**config.mk**
```make
export PLATFORM = sky130hd
export DESIGN_NAME = bus_hold_seq
export DESIGN_NICKNAME = d
export VERILOG_FILES = /design/src/rtl/bus_hold_pkg.sv /design/src/rtl/bus_hold_ctrl.sv /design/src/rtl/bus_hold_dp.sv /design/src/rtl/bus_hold_seq.sv
export SDC_FILE = /design/constraint.sdc
export NUM_CORES = 1
export LEC_CHECK = 0
export BUFFER_PORTS_ARGS = -buffer_cell sky130_fd_sc_hd__buf_2
export CAP_MARGIN = 5
export CORE_ASPECT_RATIO = 0.8
export CORE_UTILIZATION = 50
export CTS_CLUSTER_SIZE = 20
export DETAILED_ROUTE_END_ITERATION = 8
export GPL_TIMING_DRIVEN = 0
export PLACE_DENSITY = 0.8
export SLEW_MARGIN = 25
export SYNTH_ARGS = -nofsm -noshare
export SYNTH_HDL_FRONTEND = slang
export SYNTH_SLANG_ARGS = --single-unit
```
**constraint.sdc**
```tcl
create_clock -name clk -period 2 [get_ports clk]
set_clock_uncertainty 0.2 [all_clocks]
set_input_delay 0.3 -clock clk [delete_from_list [all_inputs] [get_ports clk]]
set_output_delay 0.3 -clock clk [all_outputs]
set_load 0.05 [all_outputs]
```
**src/rtl/bus_hold_pkg.sv**
```systemverilog
package bus_hold_pkg;
  typedef enum logic [2:0] {
    ST_IDLE = 3'd0,
    ST_T1   = 3'd1,
    ST_T2   = 3'd2,
    ST_TW   = 3'd3,
    ST_T3   = 3'd4,
    ST_HOLD = 3'd5
  } seqState_e;

  // strobes from control to datapath
  typedef struct packed {
    logic load;       // capture command on this rising edge
    logic ale;        // T1
    logic dataPhase;  // T2, wait or T3
    logic hlda;       // grant flag
  } seqStrobe_t;
endpackage

```
**src/rtl/bus_hold_ctrl.sv**
```systemverilog
module bus_hold_ctrl
  import bus_hold_pkg::*;
(
  input  logic       clk,
  input  logic       rstN,
  input  logic       ready,
  input  logic       hold,
  input  logic       cmdValid,
  output seqStrobe_t strobe
);
  seqState_e stateQ, stateNxt;
  logic hldaQ, hldaNxt, loadNxt;

  always_comb begin
    stateNxt = stateQ;
    hldaNxt  = hldaQ;
    loadNxt  = 1'b0;
    case (stateQ)
      ST_IDLE: begin
        if (hold) begin
          stateNxt = ST_HOLD;
          hldaNxt  = 1'b1;
        end else if (cmdValid) begin
          stateNxt = ST_T1;
          loadNxt  = 1'b1;
        end
      end
      ST_T1: stateNxt = ST_T2;
      ST_T2, ST_TW: begin
        if (ready) begin
          stateNxt = ST_T3;
          hldaNxt  = hold;
        end else begin
          stateNxt = ST_TW;
        end
      end
      ST_T3: begin
        if (hldaQ || hold) begin
          stateNxt = ST_HOLD;
          hldaNxt  = 1'b1;
        end else if (cmdValid) begin
          stateNxt = ST_T1;
          loadNxt  = 1'b1;
        end else begin
          stateNxt = ST_IDLE;
        end
      end
      ST_HOLD: begin
        if (!hold) begin
          hldaNxt = 1'b0;
          if (cmdValid) begin
            stateNxt = ST_T1;
            loadNxt  = 1'b1;
          end else begin
            stateNxt = ST_IDLE;
          end
        end
      end
      default: begin
        stateNxt = ST_IDLE;
        hldaNxt  = 1'b0;
      end
    endcase
  end

  always_ff @(posedge clk or negedge rstN) begin
    if (!rstN) begin
      stateQ <= ST_IDLE;
      hldaQ  <= 1'b0;
    end else begin
      stateQ <= stateNxt;
      hldaQ  <= hldaNxt;
    end
  end

  always_comb begin
    strobe.load      = loadNxt;
    strobe.ale       = (stateQ == ST_T1);
    strobe.dataPhase = (stateQ == ST_T2) || (stateQ == ST_TW) || (stateQ == ST_T3);
    strobe.hlda      = hldaQ;
  end
endmodule

```
**src/rtl/bus_hold_dp.sv**
```systemverilog
module bus_hold_dp
  import bus_hold_pkg::*;
#(
  parameter int ADDR_W = 16,
  parameter int DATA_W = 8
) (
  input  logic              clk,
  input  logic              rstN,
  input  seqStrobe_t        strobe,
  input  logic              cmdWrite,
  input  logic              cmdIo,
  input  logic [ADDR_W-1:0] cmdAddr,
  input  logic [DATA_W-1:0] cmdWdata,
  output logic [ADDR_W-1:0] addrOut,
  output logic [DATA_W-1:0] dataOut,
  output logic              ale,
  output logic              rdN,
  output logic              wrN,
  output logic              ioM,
  output logic              hlda,
  output logic              addrOe,
  output logic              dataOe,
  output logic              ctrlOe,
  output logic              resetOut
);
  logic [ADDR_W-1:0] addrQ;
  logic [DATA_W-1:0] dataQ;
  logic writeQ, ioQ, busFloatQ, resetOutQ;

  always_ff @(posedge clk or negedge rstN) begin
    if (!rstN) begin
      addrQ  <= '0;
      dataQ  <= '0;
      writeQ <= 1'b0;
      ioQ    <= 1'b0;
    end else if (strobe.load) begin
      addrQ  <= cmdAddr;
      dataQ  <= cmdWdata;
      writeQ <= cmdWrite;
      ioQ    <= cmdIo;
    end
  end

  // half-clock float: falling-edge copy of the grant flag
  always_ff @(negedge clk or negedge rstN) begin
    if (!rstN) busFloatQ <= 1'b1;
    else       busFloatQ <= strobe.hlda;
  end

  always_ff @(posedge clk or negedge rstN) begin
    if (!rstN) resetOutQ <= 1'b1;
    else       resetOutQ <= 1'b0;
  end

  assign addrOut  = addrQ;
  assign dataOut  = dataQ;
  assign ioM      = ioQ;
  assign ale      = strobe.ale;
  assign rdN      = !(strobe.dataPhase && !writeQ);
  assign wrN      = !(strobe.dataPhase && writeQ);
  assign hlda     = strobe.hlda;
  assign addrOe   = !busFloatQ;
  assign ctrlOe   = !busFloatQ;
  assign dataOe   = !busFloatQ && strobe.dataPhase && writeQ;
  assign resetOut = resetOutQ;
endmodule

```
**src/rtl/bus_hold_seq.sv**
```systemverilog
module bus_hold_seq
  import bus_hold_pkg::*;
#(
  parameter int ADDR_W = 16,
  parameter int DATA_W = 8
) (
  input  logic              clk,
  input  logic              rstN,
  input  logic              ready,
  input  logic              hold,
  input  logic              cmdValid,
  input  logic              cmdWrite,
  input  logic              cmdIo,
  input  logic [ADDR_W-1:0] cmdAddr,
  input  logic [DATA_W-1:0] cmdWdata,
  output logic [ADDR_W-1:0] addrOut,
  output logic [DATA_W-1:0] dataOut,
  output logic              ale,
  output logic              rdN,
  output logic              wrN,
  output logic              ioM,
  output logic              hlda,
  output logic              addrOe,
  output logic              dataOe,
  output logic              ctrlOe,
  output logic              resetOut
);
  seqStrobe_t strobe;

  bus_hold_ctrl u_ctrl (
    .clk      (clk),
    .rstN     (rstN),
    .ready    (ready),
    .hold     (hold),
    .cmdValid (cmdValid),
    .strobe   (strobe)
  );

  bus_hold_dp #(.ADDR_W(ADDR_W), .DATA_W(DATA_W)) u_dp (
    .clk      (clk),
    .rstN     (rstN),
    .strobe   (strobe),
    .cmdWrite (cmdWrite),
    .cmdIo    (cmdIo),
    .cmdAddr  (cmdAddr),
    .cmdWdata (cmdWdata),
    .addrOut  (addrOut),
    .dataOut  (dataOut),
    .ale      (ale),
    .rdN      (rdN),
    .wrN      (wrN),
    .ioM      (ioM),
    .hlda     (hlda),
    .addrOe   (addrOe),
    .dataOe   (dataOe),
    .ctrlOe   (ctrlOe),
    .resetOut (resetOut)
  );
endmodule

```
Word level (Yosys, flattened, before mapping)
Index checks and enable logic that the tools add are counted.
{ "totals": {"register_bits": 32, "inputBits": 31, "out_inout_bits": 33, "wordCells": 51} }
{ "classes": {"n_eq_ne": 10, "muxes": 16, "bitwise": 1, "n_reduce_logical": 16} }
{ "ops": {"columns": ["cell", "count"], "rows": [
  ["$mux W3", 5],
  ["$pmux W3 S5", 1],
  ["$mux W1", 8],
  ["$eq A3 B2 Y1 const B", 2],
  ["$eq A3 B3 Y1 const B", 2],
  ["$ne A2 B2 Y1 const B", 3],
  ["$pmux W1 S5", 1],
  ["$reduce_and A5 Y1", 1],
  ["$logic_and A1 B1 Y1", 4],
  ["$logic_not A1 Y1", 4],
  ["$reduce_or A2 Y1", 2],
  ["$eq A3 B1 Y1 const B", 1],
  ["$logic_not A3 Y1", 1],
  ["$logic_or A1 B1 Y1", 3],
  ["$ne A3 B3 Y1 const B", 1],
  ["$ne A2 B1 Y1 const B", 1],
  ["$pmux W1 S2", 1],
  ["$reduce_and A2 Y1", 1],
  ["$not A1 Y1", 1]
]} }

Depth between registers and ports, before layout
{ "logic_depth": {"depth_word": 5, "mapped_depth": 6, "depth_no_buf": 3} }

Hierarchy
Synthesis repeated with hierarchy kept, for this count alone.
{ "unflattened": {"hier_cells": 96, "hier_area_um2": 1440.1} }
{ "modules_own_cells": {"columns": ["module", "n_inst", "cells_each", "area_each_um2"], "rows": [
  ["bus_hold_dp", 1, 66, 1174.9],
  ["bus_hold_ctrl", 1, 30, 265.3]
]} }

==> results.txt <==
----------------------------------------------------
[Outcome]
  Result of the run ... finished, violations left
  Failing checks ... DRC, hold timing, setup timing

[Routing]
  Total number of vias ... between 1500 and 2000
  Violation count after the first detailed-route iteration ... around 290
  Routed met1 length ... between 2000 and 2500 um
  DRT antenna net count ... 0
  Pre-antenna DRT Iters ... 8
  Wire length reported by the detailed router ... ~4700 um
  Routed wl met3 ... ~380 um
  DRC violation count after routing ... 10
  Via density ... ~5.8
  Post-DR wirelength/cell ... around 15 um
  Met2 wire length ... 2140 um
  Highest Signal Layer ... met4

[Logic synthesis]
  Simple-gate portion of the synthesized area ... 0.129
  Most used DFF post-synth ... sky130_fd_sc_hd__dfrtp_1
  Mean instance size in the synthesized netlist ... slightly below 9 um2
  Biggest area consumer among synthesized cells ... sky130_fd_sc_hd__dfrtp_1
  Synthesized netlist net count ... about 240
  Cell count after synthesis ... 211
  Compound-cell area share of the yosys netlist ... 0.272
  Multiplexer share of the synthesized area ... 0
  Count of cell types in the netlist ... 27
  Area share of the largest cell type after synthesis ... 0.400
  Combinational family with the most area after synthesis ... compound AO/OA/AOI/OAI gates
  Fraction of registers with async set or reset after synthesis ... 1.00
  Number of synthesized flops with an enable pin ... 0
  Share of synthesized area occupied by flip-flops and latches ... 0.428
  Number of flip-flops and latches in the synthesized netlist ... 32
  Cells taking the most area after synthesis ... sky130_fd_sc_hd__dfrtp_1 (40%), sky130_fd_sc_hd__a222oi_1 (14%), sky130_fd_sc_hd__inv_1 (11%)
  Adder-cell share of the synthesized area ... 0
  Share of the synthesized netlist area taken by xor and xnor gates ... 0
  Cell Area, Synth ... roughly 0.0019 mm2
  Count of synthesis-stage warnings from yosys ... 0

[Setup path]
  Worst-path cell with the longest stage delay ... sky130_fd_sc_hd__dfstp_2
  Critical path startpoint category ... register
  Critical path's largest stage delay ... roughly 0.54 ns
  CP endpoint kind ... output pin
  Setup slack on the worst flop-to-flop path ... roughly 0.08 ns
  Cell breakdown of the critical path ... inv_2 > buf_6 > buf_8
  Number of cells traversed by the worst register-to-register path ... 6
  Required time at the worst-slack endpoint ... about 1.5 ns
  Critical register-to-register path startpoint ... u_ctrl.stateQ[1]
  End of the worst register-to-register path ... u_dp.addrOut[11]
  Data arrival time of the worst path ... 2.16 ns
  CP max FO ... 2
  Critical path type ... register to output pin

[Finish]
  Number of fillers in the final layout ... just under 300
  Layout Cells excl Fill ... between 300 and 400
  N_diodes ... 0
  Number of nets in the final layout ... roughly 310
  Area delta synth->final ... 27.1%
  Share of post-route cells with drive strength above 1 ... 0.316

[GRT]
  Pin count of the biggest net entering global routing ... 33
  Initial antenna violation count ... 0
  Total grt overflow ... 0
  Via count of the first global-routing pass ... approximately 1700
  GRT Resource Usage Total ... 0.251
  First-pass GRT wire length ... between 7000 and 8000 um

[Die]
  Number of core rows ... 19
  Full die area ... roughly 0.004 mm2
  Number of I/O pins ... 64
  Floorplan die height ... roughly 57 um
  Initial Util ... 0.533
  Die Width ... ~71 um
  Placeable core region ... roughly 0.0035 mm2

[Run]
  Max Cap Viol ... 0

[Clock network]
  Clock latency reported for the late side of the worst-skew pair ... about 0.28 ns
  TritonCTS clock tree ... done
  Clock transition at the registers of the reported paths ... approximately 0.060 ns
  CTS max path bufs ... 2
  Cts bufs inserted ... 5
  Number of sinks on the clock net ... 32
  Root cell of the clock tree ... sky130_fd_sc_hd__clkbuf_8
  # H-tree levels ... 2

[Timing]
  Final worst slack ... -0.659 ns
  Final slew viol count ... 0
  Worst slew margin relative to its limit ... 0.515
  Count of endpoints failing hold in the final timing report ... 30
  Hold slack final ... -0.130 ns
  RSZ-0062 raised after global routing ... yes
  Slew at the pin closest to its max-slew limit ... around 0.73 ns
  Total of endpoints with negative setup slack in the final report ... 5

[Power and ir drop]
  Switching share of power ... 0.533
  Power density over the cells ... 1840 mW/mm2
  Part of the total power dissipated in the clock network ... 0.111
  Portion of total power attributed to sequential cells ... 0.268
  Highest ir drop seen on vdd ... 1.08 mV
  Net load switching power ... 2.34 mW
  Relative contribution of combinational cells to total power ... 0.621
  Cell internal power dissipation ... between 2 and 2.5 mW
  Leakage power ... between 1 and 1.5 nW

[Worst hold path]
  Tightest Hold Check Type ... input port to asynchronous set/reset pin

[Place]
  Post-detail-place hpwl ... 3240 um
  Placer Congestion ... between 0.7 and 0.8
  Dpl ws ... -0.374 ns
  Number of cells in the design after placement ... approximately 320
  Port Buffers ... 63

----------------------------------------------------
[critical path: cells and delay by family (launching register included)]
| family | cells | cell delay, ns |
|---|---|---|
| buffers and inverters | 3 | 0.29 |
| DFF | 1 | 0.54 |
[cells in the final DEF (no fill, tap or decap), drive strengths merged]
master,count
a221oi,1
a2bb2oi,1
or3b,1
nor2b,3
and3,1
nor3b,1
conb,1
dfrtp,30
o21ai,4
clkbuf,20
o21a,1
a211oi,1
o22ai,26
inv,55
nor2,3
o2bb2ai,2
nand2b,28
dfstp,2
a222oi,26
buf,70
a21o,1
clkinv,1
a21oi,2
nand3b,1
[area by class of cell]
class	instances	area, um2	area share
inverters	54	203	0.0849
well taps	42	52.6	0.0220
plain buffers	18	110	0.0461
multi-input cells	104	768	0.322
flip-flops and latches	32	805	0.337
clock inverters	2	7.51	0.00315
clock buffers	7	76.3	0.0320
repair buffers	65	364	0.153
[state kept, by name, summed over array words and instances (netlist names)]
signal,cells
u_ctrl.stateQ,3
u_ctrl.hldaQ,1
u_dp.dataOut,8
u_dp.addrOut,16
u_dp.busFloatQ,1
u_dp.ioM,1
u_dp.resetOut,1
u_dp.writeQ,1
[through the flow]
stage	TNS [ns]	power (mW)	area, um2	utilization	hold WS [ns]
2_1_floorplan	-0.981	3.22	1880	-	-0.196
3_3_place_gp	-1.89	3.78	2250	0.640	0.210
3_5_place_dp	-2.40	3.83	2250	0.640	0.200
4_1_cts	-2.03	4.38	2370	0.672	-0.0955
5_1_grt	-2.42	4.66	2390	0.678	-0.0624
6_report	-2.02	4.40	2390	0.678	-0.130
[logic make-up after synthesis]
group / count (synthesis)
AND/OR/NAND/NOR: 38
AO/OA/AOI/OAI: 65
flip-flops: 32
other: 1
buffers and inverters: 75
[power by group through the flow]
stage / clock network [mW] / registers [mW] / logic, mW
2_1_floorplan: 0.00626 / 1.94 / 1.28
3_3_place_gp: 0.00626 / 1.17 / 2.60
3_5_place_dp: 0.00626 / 1.18 / 2.64
4_1_cts: 0.498 / 1.17 / 2.71
5_1_grt: 0.531 / 1.21 / 2.91
6_report: 0.486 / 1.18 / 2.73
[cell usage after synthesis, types with 2 or more instances]
cell / count
sky130_fd_sc_hd__dfstp_2: 2
sky130_fd_sc_hd__o22ai_1: 26
sky130_fd_sc_hd__a21oi_1: 2
sky130_fd_sc_hd__clkbuf_1: 13
sky130_fd_sc_hd__o2bb2ai_1: 2
sky130_fd_sc_hd__o21ai_0: 4
sky130_fd_sc_hd__inv_1: 55
sky130_fd_sc_hd__buf_6: 4
sky130_fd_sc_hd__nor2_1: 3
sky130_fd_sc_hd__nor2b_1: 3
sky130_fd_sc_hd__a222oi_1: 26
sky130_fd_sc_hd__nand2b_1: 27
sky130_fd_sc_hd__dfrtp_1: 30
[repair_timing]
item	in CTS	in global routing
setup buffers	0	2
setup endpoints to repair	26	30
pin swaps	0	1
hold endpoints to repair	30	30
resized for setup	13	6
[how the worst max path moves through the flow]
stage / startpoint / to / slack [ns] / cells past startpoint
after floorplan: u_dp.busFloatQ / ctrlOe / -0.48 / 2
after global placement: u_dp.busFloatQ / ctrlOe / -0.37 / 3
after detailed placement: u_dp.busFloatQ / ctrlOe / -0.37 / 3
after CTS: u_dp.busFloatQ / ctrlOe / -0.66 / 3
after global routing: u_dp.busFloatQ / ctrlOe / -0.69 / 3
final: u_dp.busFloatQ / ctrlOe / -0.66 / 3
[per-layer routing]
metal / track usage / up-vias
met3: 0.0521 / 7
met4: 0.0787 / 0
met5: 0 / -
met1: 0.353 / 890
li1: - / 886
met2: 0.387 / 82
No activity file was read; power rests on OpenSTA's default activity.
